### src/rtl/l1coh_pkg.sv
package l1coh_pkg;

    typedef enum logic [3:0] {
        ST_NP,
        ST_I,
        ST_S,
        ST_E,
        ST_M,
        ST_RD_PEND,    // IS
        ST_WR_PEND,    // IM
        ST_UPG_PEND,   // SM
        ST_RD_KILLED,  // IS_I
        ST_WB_PEND_M,  // M_I
        ST_WB_PEND_E   // E_I
    } line_state_e;

    typedef enum logic [3:0] {
        EV_LOAD      = 4'd0,
        EV_IFETCH    = 4'd1,
        EV_STORE     = 4'd2,
        EV_EVICT     = 4'd3,
        EV_INV       = 4'd4,
        EV_FWD_EXCL  = 4'd5,
        EV_FWD_SHR   = 4'd6,
        EV_FWD_INSTR = 4'd7,
        EV_DATA      = 4'd8,
        EV_DATA_EXCL = 4'd9,
        EV_ACK       = 4'd10,
        EV_WB_ACK    = 4'd11
    } evt_e;

    typedef enum logic [1:0] {
        PERM_NONE = 2'd0,
        PERM_RO   = 2'd1,
        PERM_RW   = 2'd2,
        PERM_BUSY = 2'd3
    } perm_e;

    localparam int MSG_W        = 10;
    localparam int MSG_GETS     = 0;
    localparam int MSG_GETI     = 1;
    localparam int MSG_GETX     = 2;
    localparam int MSG_UPG      = 3;
    localparam int MSG_PUTX     = 4;
    localparam int MSG_D_REQ    = 5;
    localparam int MSG_D_L2     = 6;
    localparam int MSG_INV_ACK  = 7;
    localparam int MSG_UNB      = 8;
    localparam int MSG_UNB_EXCL = 9;

    function automatic logic is_transient(line_state_e s);
        return (s == ST_RD_PEND) || (s == ST_WR_PEND) || (s == ST_UPG_PEND) ||
               (s == ST_RD_KILLED) || (s == ST_WB_PEND_M) || (s == ST_WB_PEND_E);
    endfunction

    function automatic logic is_proc(evt_e e);
        return (e == EV_LOAD) || (e == EV_IFETCH) || (e == EV_STORE) || (e == EV_EVICT);
    endfunction

    function automatic perm_e perm_of(line_state_e s);
        perm_e p;
        unique case (s)
            ST_NP, ST_I: p = PERM_NONE;
            ST_S, ST_E:  p = PERM_RO;
            ST_M:        p = PERM_RW;
            default:     p = PERM_BUSY;
        endcase
        return p;
    endfunction

endpackage

### src/rtl/l1coh_fsm.sv
module l1coh_fsm
    import l1coh_pkg::*;
#(
    parameter int CNT_W = 6
) (
    input  line_state_e             cur,
    input  evt_e                    ev,
    input  logic signed [CNT_W-1:0] pend,
    input  logic signed [CNT_W-1:0] cnt,
    output line_state_e             nxt,
    output logic signed [CNT_W-1:0] nxt_pend,
    output logic [MSG_W-1:0]        msg,
    output logic                    load_done,
    output logic                    store_done,
    output logic                    from_buf,
    output logic                    stall
);

    logic signed [CNT_W-1:0] rem;

    always_comb begin
        nxt        = cur;
        nxt_pend   = pend;
        msg        = '0;
        load_done  = 1'b0;
        store_done = 1'b0;
        from_buf   = 1'b0;
        rem        = pend - cnt;
        stall      = is_proc(ev) && is_transient(cur);

        unique case (cur)
            ST_NP, ST_I: begin
                unique case (ev)
                    EV_LOAD:   begin msg[MSG_GETS] = 1'b1; nxt = ST_RD_PEND; nxt_pend = '0; end
                    EV_IFETCH: begin msg[MSG_GETI] = 1'b1; nxt = ST_RD_PEND; nxt_pend = '0; end
                    EV_STORE:  begin msg[MSG_GETX] = 1'b1; nxt = ST_WR_PEND; nxt_pend = '0; end
                    EV_EVICT:  nxt = ST_NP;
                    EV_INV:    msg[MSG_INV_ACK] = 1'b1;
                    default:   ;
                endcase
            end
            ST_S: begin
                unique case (ev)
                    EV_LOAD, EV_IFETCH: load_done = 1'b1;
                    EV_STORE: begin msg[MSG_UPG] = 1'b1; nxt = ST_UPG_PEND; nxt_pend = '0; end
                    EV_EVICT: nxt = ST_NP;
                    EV_INV:   begin msg[MSG_INV_ACK] = 1'b1; nxt = ST_I; end
                    default:  ;
                endcase
            end
            ST_E, ST_M: begin
                unique case (ev)
                    EV_LOAD, EV_IFETCH: load_done = 1'b1;
                    EV_STORE: begin store_done = 1'b1; nxt = ST_M; end
                    EV_EVICT: begin msg[MSG_PUTX] = 1'b1; nxt = ST_WB_PEND_M; end
                    EV_INV: begin
                        if (cur == ST_M) msg[MSG_D_L2] = 1'b1;
                        else             msg[MSG_INV_ACK] = 1'b1;
                        nxt = ST_I;
                    end
                    EV_FWD_EXCL: begin msg[MSG_D_REQ] = 1'b1; nxt = ST_I; end
                    EV_FWD_SHR, EV_FWD_INSTR: begin
                        msg[MSG_D_REQ] = 1'b1;
                        msg[MSG_D_L2]  = 1'b1;
                        nxt = ST_S;
                    end
                    default: ;
                endcase
            end
            ST_RD_PEND, ST_RD_KILLED: begin
                unique case (ev)
                    EV_INV: begin msg[MSG_INV_ACK] = 1'b1; nxt = ST_RD_KILLED; end
                    EV_DATA: begin
                        msg[MSG_UNB] = 1'b1;
                        load_done    = 1'b1;
                        nxt = (cur == ST_RD_PEND) ? ST_S : ST_I;
                    end
                    EV_DATA_EXCL: begin msg[MSG_UNB_EXCL] = 1'b1; load_done = 1'b1; nxt = ST_E; end
                    default: ;
                endcase
            end
            ST_WR_PEND: begin
                unique case (ev)
                    EV_INV: msg[MSG_INV_ACK] = 1'b1;
                    EV_DATA: begin
                        nxt_pend = rem;
                        if (rem == '0) begin
                            msg[MSG_UNB_EXCL] = 1'b1;
                            store_done = 1'b1;
                            nxt = ST_M;
                        end else begin
                            nxt = ST_UPG_PEND;
                        end
                    end
                    EV_ACK:  nxt_pend = rem;
                    default: ;
                endcase
            end
            ST_UPG_PEND: begin
                unique case (ev)
                    EV_INV: begin msg[MSG_INV_ACK] = 1'b1; nxt = ST_WR_PEND; end
                    EV_ACK: begin
                        nxt_pend = rem;
                        if (rem == '0) begin
                            msg[MSG_UNB_EXCL] = 1'b1;
                            store_done = 1'b1;
                            nxt = ST_M;
                        end
                    end
                    default: ;
                endcase
            end
            ST_WB_PEND_M, ST_WB_PEND_E: begin
                unique case (ev)
                    EV_WB_ACK: nxt = ST_I;
                    EV_FWD_EXCL: begin msg[MSG_D_REQ] = 1'b1; from_buf = 1'b1; nxt = ST_I; end
                    EV_FWD_SHR, EV_FWD_INSTR: begin
                        msg[MSG_D_REQ] = 1'b1;
                        msg[MSG_D_L2]  = 1'b1;
                        from_buf = 1'b1;
                        nxt = ST_I;
                    end
                    EV_INV: begin msg[MSG_D_L2] = 1'b1; from_buf = 1'b1; nxt = ST_I; end
                    default: ;
                endcase
            end
            default: ;
        endcase
    end

endmodule

### src/rtl/l1coh_line_bank.sv
module l1coh_line_bank
    import l1coh_pkg::*;
#(
    parameter  int NUM_LINES = 4,
    parameter  int CNT_W     = 6,
    localparam int LINE_W    = (NUM_LINES > 1) ? $clog2(NUM_LINES) : 1
) (
    input  logic                    clk,
    input  logic                    rst_n,
    input  logic                    wr_en,
    input  logic [LINE_W-1:0]       wr_line,
    input  line_state_e             wr_state,
    input  logic signed [CNT_W-1:0] wr_pend,
    output line_state_e             st_o   [NUM_LINES],
    output logic signed [CNT_W-1:0] pend_o [NUM_LINES],
    output logic [2*NUM_LINES-1:0]  perm_o
);

    for (genvar g = 0; g < NUM_LINES; g++) begin : g_line
        line_state_e             st_q;
        logic signed [CNT_W-1:0] pend_q;

        always_ff @(posedge clk) begin
            if (!rst_n) begin
                st_q   <= ST_NP;
                pend_q <= '0;
            end else if (wr_en && (wr_line == LINE_W'(g))) begin
                st_q   <= wr_state;
                pend_q <= wr_pend;
            end
        end

        assign st_o[g]          = st_q;
        assign pend_o[g]        = pend_q;
        assign perm_o[2*g +: 2] = perm_of(st_q);
    end

endmodule

### src/rtl/l1coh_ctrl.sv
module l1coh_ctrl
    import l1coh_pkg::*;
#(
    parameter  int NUM_LINES = 4,
    parameter  int CNT_W     = 6,
    localparam int LINE_W    = (NUM_LINES > 1) ? $clog2(NUM_LINES) : 1
) (
    input  logic                   clk,
    input  logic                   rst_n,
    input  logic                   evt_valid,
    output logic                   evt_ready,
    input  logic [3:0]             evt_kind,
    input  logic [LINE_W-1:0]      evt_line,
    input  logic [CNT_W-1:0]       evt_count,
    output logic                   out_valid,
    output logic [LINE_W-1:0]      out_line,
    output logic [9:0]             out_msg,
    output logic                   out_load_done,
    output logic                   out_store_done,
    output logic                   out_from_buf,
    output logic [2*NUM_LINES-1:0] line_perm
);

    evt_e                    ev;
    line_state_e             st_arr   [NUM_LINES];
    logic signed [CNT_W-1:0] pend_arr [NUM_LINES];
    line_state_e             cur;
    logic signed [CNT_W-1:0] cur_pend;
    line_state_e             nxt;
    logic signed [CNT_W-1:0] nxt_pend;
    logic [MSG_W-1:0]        msg;
    logic                    ld_done;
    logic                    st_done;
    logic                    fbuf;
    logic                    stall;
    logic                    accept;

    assign ev        = evt_e'(evt_kind);
    assign cur       = st_arr[evt_line];
    assign cur_pend  = pend_arr[evt_line];
    assign evt_ready = !stall;
    assign accept    = evt_valid && evt_ready;

    l1coh_fsm #(.CNT_W(CNT_W)) u_fsm (
        .cur        (cur),
        .ev         (ev),
        .pend       (cur_pend),
        .cnt        ($signed(evt_count)),
        .nxt        (nxt),
        .nxt_pend   (nxt_pend),
        .msg        (msg),
        .load_done  (ld_done),
        .store_done (st_done),
        .from_buf   (fbuf),
        .stall      (stall)
    );

    l1coh_line_bank #(.NUM_LINES(NUM_LINES), .CNT_W(CNT_W)) u_bank (
        .clk      (clk),
        .rst_n    (rst_n),
        .wr_en    (accept),
        .wr_line  (evt_line),
        .wr_state (nxt),
        .wr_pend  (nxt_pend),
        .st_o     (st_arr),
        .pend_o   (pend_arr),
        .perm_o   (line_perm)
    );

    always_ff @(posedge clk) begin
        if (!rst_n || !accept) begin
            out_valid      <= 1'b0;
            out_line       <= '0;
            out_msg        <= '0;
            out_load_done  <= 1'b0;
            out_store_done <= 1'b0;
            out_from_buf   <= 1'b0;
        end else begin
            out_valid      <= 1'b1;
            out_line       <= evt_line;
            out_msg        <= msg;
            out_load_done  <= ld_done;
            out_store_done <= st_done;
            out_from_buf   <= fbuf;
        end
    end

    AST_OUT_AFTER_ACCEPT: assert property (@(posedge clk) disable iff (!rst_n)
        out_valid |-> $past(evt_valid && evt_ready));
    AST_IDLE_KEEPS_PERM: assert property (@(posedge clk) disable iff (!rst_n)
        !(evt_valid && evt_ready) |=> $stable(line_perm));
    AST_ONE_UNBLOCK: assert property (@(posedge clk) disable iff (!rst_n)
        $onehot0(out_msg[MSG_UNB_EXCL:MSG_UNB]));
    AST_STORE_OWNS: assert property (@(posedge clk) disable iff (!rst_n)
        (out_valid && out_store_done) |-> (line_perm[2*out_line +: 2] == PERM_RW));
    AST_BUF_RETIRES: assert property (@(posedge clk) disable iff (!rst_n)
        (out_valid && out_from_buf) |-> (line_perm[2*out_line +: 2] == PERM_NONE));
    AST_REQ_BUSY: assert property (@(posedge clk) disable iff (!rst_n)
        (out_valid && |out_msg[MSG_UPG:MSG_GETS]) |-> (line_perm[2*out_line +: 2] == PERM_BUSY));

endmodule

### config.mk
export PLATFORM = sky130hd
export DESIGN_NAME = l1coh_ctrl
export DESIGN_NICKNAME = d
export VERILOG_FILES = /design/src/rtl/l1coh_pkg.sv /design/src/rtl/l1coh_fsm.sv /design/src/rtl/l1coh_line_bank.sv /design/src/rtl/l1coh_ctrl.sv
export SDC_FILE = /design/constraint.sdc
export NUM_CORES = 1
export LEC_CHECK = 0
export BUFFER_PORTS_ARGS = -buffer_cell sky130_fd_sc_hd__buf_2
export CAP_MARGIN = 10
export CORE_MARGIN = 5
export CORE_UTILIZATION = 56
export DETAILED_ROUTE_END_ITERATION = 10
export PLACE_DENSITY = 0.81
export SLEW_MARGIN = 20
export SYNTH_ARGS = -nofsm -noshare
export SYNTH_HDL_FRONTEND = slang
export SYNTH_SLANG_ARGS = --single-unit
### constraint.sdc
create_clock -name clk -period 4.17 [get_ports clk]
set_input_delay 0.2085 -clock clk [delete_from_list [all_inputs] [get_ports clk]]
set_output_delay 0.2085 -clock clk [all_outputs]
set_load 0.02 [all_outputs]
==> out/results.ini, run 1 <==
[status]
status = complete, no violations

[worst_setup_path]
worst_ep_arrival_time_ps = 3570
reg2reg_depth = 11
cp_max_fo = 4
path_class = reg2reg
crit_required_ps = 4340
endpoint_kind = flop
cp-start-kind = flop

[power_and_ir_drop]
leakage_nw = 1.481
power_density_nw_per_um2 = 327.9
power_mw = 1.158
max-vdd-ir-drop_v = 0.0002015

[final_layout]
num-fill-cells = 504
diodes = 0
drive_gt1_share_pct = 18.41
stdcell_area_um2 = 3532
stdcell_count = 474
area_growth_pct = 7.666
nets = 422

[placed_design]
place.gp.congestion = 0.9913
hpwl_um = 5924
dpl.cell_count = 466
io_buffers = 39
placed_cell_area_um2 = 3416
pre_cts_slack_ps = 578.9

[sta]
slew_viol_final = 0
tns_ps = 0
hold_viol_final = 0
max_freq_mhz = 294.7
grt_setup_unrepaired = no
min_period_ps = 3393
setup_viol = 0
worst_pin_slew_ps = 752.6
max_slew_margin_pct = 49.70
fin_crit_sh_pct = 81.36
layout_setup_ws_ps = 777.2
clock_skew_ps = 9.453

[hold_path]
min_path_type = in2reg
hold_path_depth = 2

[global_route]
grt.total_usage_pct = 22.14
antenna_found_initial = 0
grt_overflow = 0
grt_pass1_vias = 2781
grt_pass1_wl_um = 13490
grt_max_degree = 43

[cts]
post-cts-setup-buffer-count = 0
cts_root_buf = clkbuf_8
cts_tree = built
numCtsBuffers = 5
cts_resized = 0
path_clk_slew_ps = 110
clk_latency_ps = 310
cts_max_path_buffers = 2
htree_levels = 2
cts_sinks = 56
cts_hold_buf = 0

[floorplan]
die_w_um = 86.54
dieArea_um2 = 7489
start_util_pct = 58.50
rows = 27
pin_count = 40
core_um2 = 5608
die_h_um = 86.54

[run]
cap_violations = 0

[synthesis]
yosys.area.top_type = dfxtp_1
yosysMostFrequentCell = dfxtp_1
synthTopCellsByCount = 56 x dfxtp_1, 46 x o21ai_0, 33 x nor2_1
synth-edff-count = 0
ys_async_sr_fraction_pct = 0
synthTopCellsByArea = dfxtp_1 34%, o21ai_0 7.0%, mux4_1 4.8%, nor2_1 3.8%, a31oi_1 3.6%
ys_types = 67
yosysWarnings = 0
ys.flop_type = dfxtp_1
syn_nets = 402
mappedNetlistArea_um2 = 3281
ys_seq_elements = 56
syn_inst = 381
seq_area_frac_synth_pct = 34.17
synth_top_area_share_pct = 34.17
synth_area_per_cell_um2 = 8.611

[detailed_routing]
dr.first_iter.drc_count = 231
highest_layer = met4
vias = 3079
drc_errors = 0
routed_wl_um = 8175
firstDrtPassIters = 5
dr_wl_met2_um = 3748
via_per_inst = 6.496
wl_met1_um = 3569
ant_nets = 0
met3_length_um = 685
wire_per_inst_um = 17.25

==> per-stage QoR <==
| stage | hold WS [ps] | util, % |
|---|---|---|
| after floorplan | 384.5 | - |
| final | 236.6 | 62.99 |
| after CTS | 219.1 | 62.99 |
| after global placement | 485.2 | 60.91 |
| after detailed placement | 498.2 | 60.91 |
| after global routing | 257.6 | 62.99 |
==> layout make-up <==
cell class,instances,area [um^2],area share (%)
inverters,11,41.29,1.169
flip-flops and latches,56,1121,31.74
clock inverters,3,47.55,1.346
repair buffers,43,225.2,6.376
multi-input cells,284,1938,54.87
well taps,72,90.09,2.550
clock buffers,5,68.82,1.948
==> worst paths after layout <==
path	start	endpoint	slack, ps
max	u_bank.g_line[2].pend_q[0]$_SDFFE_PN0P_	u_bank.g_line[1].st_q[0]$_SDFFE_PN0P_	780
min	evt_kind[2]	out_load_done$_SDFF_PN0_	240
max reg2reg	u_bank.g_line[2].pend_q[0]$_SDFFE_PN0P_	u_bank.g_line[1].st_q[0]$_SDFFE_PN0P_	780
min reg2reg	u_bank.g_line[0].st_q[1]$_SDFFE_PN0P_	u_bank.g_line[0].st_q[1]$_SDFFE_PN0P_	510
==> registers in the layout, summed over array words and instances (netlist names) <==
signal                flops
out_valid                 1
out_line                  2
u_bank.g_line.pend_q     24
u_bank.g_line.st_q       16
out_load_done             1
out_msg                  10
out_store_done            1
out_from_buf              1
==> kinds of logic (layout without fill, tap and decap cells) <==
logic type	Yosys count	in the layout	synth area share, %
adders and majority gates	7	7	2.822
buffers and inverters	41	62	6.750
AOI/OAI and AO/OA	129	129	24.94
xor gates and xnor gates	6	6	1.602
DFF	56	56	34.17
muxes	13	13	8.123
and+or+nand+nor	129	129	21.59
==> layout by cell type, fill, tap and decap left out, drive strengths merged, types with 4 or more instances in the layout <==
cell	n
nor4	4
ha	5
clkbuf	5
inv	11
nand3	16
and2	4
nor3	8
nand2	25
a211o	6
nor2	33
or2	8
dfxtp	56
a31oi	20
a21oi	23
buf	43
o21ai	52
nor2b	6
mux4	9
nand2b	5
==> layer usage <==
metal,vias to the layer above,GRT usage (%)
li1,1464,-
met1,1426,30.51
met4,0,7.507
met2,167,34.35
met5,-,0
met3,22,4.753
==> critical path: stages (launching register included) <==
cell       delay (ps)
dfxtp_1           320
mux2_2            270
o21ai_0           260
ha_1              220
inv_1              50
fa_1              400
xor2_1            190
or3b_2            480
a2111oi_4         410
a31oi_2           170
nor4_4            360
a21oi_1           110
==> power breakdown <==
part | total (mW) | switching [mW] | internal, mW
Sequential | 0.567 | 0.0119 | 0.555
Clock | 0.365 | 0.183 | 0.181
Combinational | 0.227 | 0.143 | 0.0835
Total | 1.16 | 0.338 | 0.820
Power figures use the tool's default switching activity.
==> run 2: changes to the inputs <==
CORE_UTILIZATION = 53   (was 56)
clock period = 2.9 ns   (was 4.17 ns; I/O delays follow)
==> run 2 against run 1 <==
Against the previous run: the run now ends with negative setup slack left; sequential share of layout area down 2.4 points; fmax grew 11%; register-to-register slack got worse by 930 ps; utilization up 1.3 points; global-route usage rose by 2.4 points; cell count rose by 5.5%; critical path type unchanged; largest cell class unchanged; highest routed layer unchanged.
==> out/results.ini, run 2 (synthesis gave the netlist of run 1 again) <==
[floorplan]
die_h_um = 88.68  ; was 86.54 um
pin_count = 40  ; unchanged
rows = 28  ; was 27
start_util_pct = 55.08  ; was 58.50%
core_um2 = 5956  ; was 5608 um^2
dieArea_um2 = 7863  ; was 7489 um^2
die_w_um = 88.68  ; was 86.54 um

[detailed_routing]
vias = 3209  ; was 3079
wire_per_inst_um = 18.07  ; was 17.25 um
firstDrtPassIters = 5  ; unchanged
ant_nets = 0  ; unchanged
drc_errors = 0  ; unchanged
via_per_inst = 6.418  ; was 6.496
routed_wl_um = 9037  ; was 8175 um
dr.first_iter.drc_count = 287  ; was 231

[sta]
slew_viol_final = 0  ; unchanged
max_freq_mhz = 327.5  ; was 294.7 MHz
setup_viol = 8  ; was 0
min_period_ps = 3053  ; was 3393 ps
worst_pin_slew_ps = 642.1  ; was 752.6 ps
tns_ps = -1052  ; was 0 ps
grt_setup_unrepaired = yes  ; was no
hold_viol_final = 0  ; unchanged
clock_skew_ps = 13.43  ; was 9.453 ps
fin_crit_sh_pct = 105.3  ; was 81.36%
layout_setup_ws_ps = -153.4  ; was 777.2 ps
whs_ps = 144.9  ; was 236.6 ps
max_slew_margin_pct = 57.19  ; was 49.70%

[global_route]
grt_pass1_vias = 3136  ; was 2781
grt.total_usage_pct = 24.52  ; was 22.14%
grt_overflow = 0  ; unchanged
antenna_found_initial = 0  ; unchanged
grt_max_degree = 43  ; unchanged
grt_pass1_wl_um = 15240  ; was 13490 um

[placed_design]
dpl.cell_count = 489  ; was 466
io_buffers = 39  ; unchanged
placed_cell_area_um2 = 3617  ; was 3416 um^2
place.gp.congestion = 0.9761  ; was 0.9913
hpwl_um = 6339  ; was 5924 um

[final_layout]
largest_reg_flops = 24  ; unchanged
mostFrequentLayoutCell = dfxtp_1  ; unchanged
diodes = 0  ; unchanged
area_growth_pct = 16.67  ; was 7.666%
stdcell_count = 500  ; was 474
stdcell_area_um2 = 3827  ; was 3532 um^2
nets = 445  ; was 422
final_cell_mix = 55 x dfxtp_1, 41 x o21ai_0, 39 x buf_2  ; was 56 x dfxtp_1, 46 x o21ai_0, 39 x buf_2
top_regs = u_bank.g_line.pend_q (24), u_bank.g_line.st_q (16), out_msg (10)  ; unchanged
top_register = u_bank.g_line.pend_q  ; unchanged
drive_gt1_share_pct = 26.12  ; was 18.41%

[worst_setup_path]
path_class = reg2reg  ; unchanged
reg2reg_slack_ps = -150  ; was 780 ps
worst_ep_arrival_time_ps = 3260  ; was 3570 ps
endpoint_kind = flop  ; unchanged
cp_max_fo = 4  ; unchanged
cp-start-kind = flop  ; unchanged
crit_required_ps = 3100  ; was 4340 ps

[cts]
numCtsBuffers = 5  ; unchanged
clk_latency_ps = 320  ; was 310 ps
cts_tree = built  ; unchanged
cts_max_path_buffers = 2  ; unchanged
cts_root_buf = clkbuf_8  ; unchanged
htree_levels = 2  ; unchanged
path_clk_slew_ps = 110  ; about the same
cts_sinks = 56  ; unchanged

[power_and_ir_drop]
power.switching_uw = 521.8  ; was 338.4 uW
seqPwrFrac_pct = 46.8  ; was 48.9%
power_density_nw_per_um2 = 455.7  ; was 327.9 nW/um^2
leakage_nw = 1.612  ; was 1.481 nW
clkPwrFrac_pct = 30.8  ; was 31.5%
p_int_mw = 1.222  ; was 819.7 uW
switching_share_pct = 29.92  ; was 29.22%
max-vdd-ir-drop_v = 0.0002854  ; was 0.0002015 V
power_frac_comb_pct = 22.4  ; was 19.6%

[status]
violations = negative setup slack
status = finished with violations  ; was complete, no violations

[run]
cap_violations = 0  ; unchanged

[hold_path]
min_path_type = in2reg  ; unchanged

run 2: path summary, 6_finish.rpt:
| path | startpoint | end | depth (start not counted) |
|---|---|---|---|
| worst min register to register | u_bank.g_line[2].st_q[1]$_SDFFE_PN0P_ | u_bank.g_line[2].st_q[1]$_SDFFE_PN0P_ | 2 |
| worst min-delay path | evt_kind[1] | out_msg[1]$_SDFF_PP0_ | 2 |
| worst max-delay path | u_bank.g_line[0].pend_q[0]$_SDFFE_PN0P_ | u_bank.g_line[2].st_q[0]$_SDFFE_PN0P_ | 14 |
| worst max register to register | u_bank.g_line[0].pend_q[0]$_SDFFE_PN0P_ | u_bank.g_line[2].st_q[0]$_SDFFE_PN0P_ | 14 |
run 2: critical path, cell delays in order, from the launching register on:
cell and delay [ps]:
dfxtp_2 340, mux2_4 280, o21ai_4 170, ha_4 160, inv_2 40, fa_2 350, buf_6 120, a21o_1 160
a21oi_2 160, xnor2_2 110, a2111oi_4 270, buf_4 200, o41ai_4 100, nor4_4 360, a21oi_1 110
run 2: power groups by stage:
stage / logic, mW / clock network [mW] / registers (mW)
CTS: 0.371 / 0.545 / 0.815
global placement: 0.352 / 0 / 0.831
detailed placement: 0.360 / 0 / 0.832
floorplan: 0.263 / 0 / 0.830
global route: 0.426 / 0.586 / 0.819
finish: 0.391 / 0.537 / 0.816
run 2: layout make-up:
cell class              count  area [um^2]
flip-flops and latches     56         1122
repair buffers             66        417.9
fillers                   483         2128
clock inverters             3        46.29
inverters                  11        41.29
clock buffers               5        68.82
well taps                  75        93.84
multi-input cells         284         2037
run 2: metrics by stage:
| stage | setup WS [ps] | total power, mW | utilization [%] |
|---|---|---|---|
| final | -153.4 | 1.744 | 64.26 |
| after floorplan | 22.78 | 1.093 | - |
| after detailed placement | -247.0 | 1.192 | 60.74 |
| after global routing | -273.0 | 1.831 | 64.26 |
| after global placement | -108.1 | 1.183 | 60.74 |
| after CTS | -180.9 | 1.731 | 63.30 |
run 2: layer usage:
metal	global-route usage, %	vias up	part of all wire, %
li1	-	1498	-
met1	32.50	1513	42
met2	39.27	174	47
met3	4.655	24	8.6
met4	9.753	0	2.5
met5	0	-	0
run 2: what timing repair did:
item	4_1_cts	5_1_grt
pin swaps	6	8
hold buffers	0	0
resized for setup	11	8
buffers inserted	2	1
endpoints found under the setup margin	10	10
endpoints found under the hold margin	0	0
==> run 3: changes to the inputs <==
CORE_ASPECT_RATIO = 0.9   (was default)
clock period = 2.6 ns   (was 2.9 ns; I/O delays follow)
==> run 3 against run 2 <==
Against the previous run: the flow still finishes with violations (negative setup slack); setup slack got worse by 190 ps; wire length rose by 1.6%; die area barely moved; final area rose by 3.6%; critical path depth fell by 1; global-route usage fell by 0.65 points; sequential cell count did not move; register-to-register slack got worse by 190 ps; combinational power rose by 21%; non-clock buffer count rose by 16; critical endpoint is now u_bank.g_line[1].st_q[1]$_SDFFE_PN0P_; highest routed layer unchanged.
==> out/results.ini, run 3 (synthesis gave the netlist of run 1 again) <==
[power_and_ir_drop]
switching_share_pct = 31.73  ; was 29.92%
p_int_mw = 1.298  ; was 1.222 mW
power_frac_comb_pct = 24.9  ; was 22.4%
leakage_nw = 1.673  ; was 1.612 nW
power_mw = 1.901  ; was 1.744 mW
max-vdd-ir-drop_v = 0.0003289  ; was 0.0002854 V
power.switching_uw = 603.3  ; was 521.8 uW
seqPwrFrac_pct = 47.9  ; was 46.8%
clkPwrFrac_pct = 27.2  ; was 30.8%
power_density_nw_per_um2 = 479.4  ; was 455.7 nW/um^2

[placed_design]
pre_cts_slack_ps = -473.8  ; was -247.0 ps
io_buffers = 39  ; unchanged
hpwl_um = 6459  ; was 6339 um
place.gp.congestion = 0.9970  ; was 0.9761
placed_cell_area_um2 = 3717  ; was 3617 um^2

[worst_setup_path]
cpLargestDelayFamily = compound AO/OA/AOI/OAI gates  ; unchanged
worst_ep_arrival_time_ps = 3160  ; was 3260 ps
crit_buf_inv = 3  ; unchanged
max_stage_delay_ps = 380  ; was 360 ps
path_depth = 13  ; was 14
reg2reg_depth = 13  ; was 14
cp-start-kind = flop  ; unchanged
slowest_stage = or3b_4  ; was nor4_4
reg2reg_slack_ps = -350  ; was -150 ps
path_class = reg2reg  ; unchanged
crit_required_ps = 2810  ; was 3100 ps
endpoint_kind = flop  ; unchanged
cp_max_fo = 4  ; unchanged
cp_cell_sequence = mux2_4 -> o21ai_4 -> ha_4 -> inv_2 -> fa_2 -> xor2_1 -> or3b_4 -> a2111oi_4 -> buf_4 -> buf_6 -> o2111ai_2 -> o211ai_1 -> o21ai_0  ; was mux2_4 -> o21ai_4 -> ha_4 -> inv_2 -> fa_2 -> buf_6 -> a21o_1 -> a21oi_2 -> xnor2_2 -> a2111oi_4 -> buf_4 -> o41ai_4 -> nor4_4 -> a21oi_1

[sta]
slew_viol_final = 0  ; unchanged
hold_viol_final = 0  ; unchanged
max_slew_margin_pct = 70.01  ; was 57.19%
min_period_ps = 2946  ; was 3053 ps
tns_ps = -2858  ; was -1052 ps
grt_setup_unrepaired = yes  ; unchanged
max_freq_mhz = 339.5  ; was 327.5 MHz
fin_crit_sh_pct = 113.3  ; was 105.3%
worst_pin_slew_ps = 449.9  ; was 642.1 ps
setup_viol = 10  ; was 8
clock_skew_ps = 10.05  ; was 13.43 ps
layout_setup_ws_ps = -345.9  ; was -153.4 ps

[cts]
cts_root_buf = clkbuf_8  ; unchanged
path_clk_slew_ps = 110  ; about the same
cts_max_path_buffers = 2  ; unchanged
htree_levels = 2  ; unchanged
numCtsBuffers = 5  ; unchanged
clk_latency_ps = 320  ; about the same
cts_hold_buf = 0  ; unchanged
cts_tree = built  ; unchanged
cts_sinks = 56  ; unchanged

[final_layout]
drive_gt1_share_pct = 30.84  ; was 26.12%
top_regs = u_bank.g_line.pend_q (24), u_bank.g_line.st_q (16), out_msg (10)  ; unchanged
final_cell_mix = 52 x dfxtp_1, 41 x o21ai_0, 40 x buf_4  ; was 55 x dfxtp_1, 41 x o21ai_0, 39 x buf_2
mostFrequentLayoutCell = dfxtp_1  ; unchanged
area_growth_pct = 20.90  ; was 16.67%
nets = 461  ; was 445
top_register = u_bank.g_line.pend_q  ; unchanged
num-fill-cells = 479  ; was 483
diodes = 0  ; unchanged
stdcell_area_um2 = 3966  ; was 3827 um^2
largest_reg_flops = 24  ; unchanged

[run]
cap_violations = 0  ; unchanged

[detailed_routing]
dr_wl_met2_um = 4302  ; was 4241 um
ant_nets = 0  ; unchanged
firstDrtPassIters = 6  ; was 5
met3_length_um = 749  ; was 773 um
dr.first_iter.drc_count = 214  ; was 287
via_per_inst = 6.306  ; was 6.418
vias = 3235  ; was 3209
routed_wl_um = 9186  ; was 9037 um
wl_met1_um = 3935  ; was 3799 um
highest_layer = met4  ; unchanged
drc_errors = 0  ; unchanged
wire_per_inst_um = 17.91  ; was 18.07 um

[global_route]
antenna_found_initial = 0  ; unchanged
grt_pass1_wl_um = 15390  ; was 15240 um
grt_pass1_vias = 3084  ; was 3136
grt_max_degree = 29  ; was 43
grt_overflow = 0  ; unchanged
grt.total_usage_pct = 23.87  ; was 24.52%

[hold_path]
hold_path_depth = 2  ; unchanged
min_path_type = in2reg  ; unchanged

[floorplan]
dieArea_um2 = 7866  ; was 7863 um^2
core_um2 = 6081  ; was 5956 um^2
die_h_um = 84.64  ; was 88.68 um
pin_count = 40  ; unchanged
rows = 27  ; was 28
start_util_pct = 53.95  ; was 55.08%
die_w_um = 92.93  ; was 88.68 um

[status]
status = finished with violations  ; unchanged
violations = negative setup slack  ; unchanged

==> run 3: changes by cell type in the layout (fill, tap and decap cells not counted), sizes merged <==
cell / delta
bufinv: -1
clkinv: +1
buf: +16
==> run 3: per-layer routing <==
layer	vias to the layer above	track usage, %
met1	1501	31.78
met5	-	0
met2	178	38.33
met4	0	6.924
met3	21	6.004
li1	1535	-
==> run 3: worst paths after layout <==
path                                            to                                    start
max          u_bank.g_line[1].st_q[1]$_SDFFE_PN0P_  u_bank.g_line[0].pend_q[0]$_SDFFE_PN0P_
min                          out_msg[0]$_SDFF_PP0_                              evt_kind[0]
max reg2reg  u_bank.g_line[1].st_q[1]$_SDFFE_PN0P_  u_bank.g_line[0].pend_q[0]$_SDFFE_PN0P_
min reg2reg  u_bank.g_line[0].st_q[1]$_SDFFE_PN0P_    u_bank.g_line[0].st_q[1]$_SDFFE_PN0P_
==> run 3: area by class of cell <==
cell class	instances	area, um^2	area share, %
flip-flops and latches	56	1126	28.39
clock buffers	5	68.82	1.735
inverters	11	41.29	1.041
clock inverters	3	27.53	0.6940
well taps	72	90.09	2.271
multi-input cells	284	2066	52.08
repair buffers	82	546.8	13.79
==> run 3: what timing repair did <==
action,4_1_cts,5_1_grt
setup endpoints to repair,10,10
pin swaps,7,4
resized for setup,23,3
setup buffers,7,0
==> run 3: power groups by stage <==
stage               Clock, mW  Sequential, mW  Combinational, mW
global route            0.568           0.914              0.512
global placement            0           0.927              0.421
CTS                     0.524           0.910              0.462
finish                  0.518           0.910              0.473
detailed placement          0           0.929              0.428
floorplan                   0           0.926              0.299
==> run 3: stage by stage <==
stage / util, % / hold WS (ps) / instances
floorplan: - / 306.0 / 381
global placement: 61.13 / 436.7 / 498
detailed placement: 61.13 / 449.0 / 498
CTS: 65.23 / 96.73 / 513
global route: 65.23 / 125.8 / 513
finish: 65.23 / 108.9 / 513
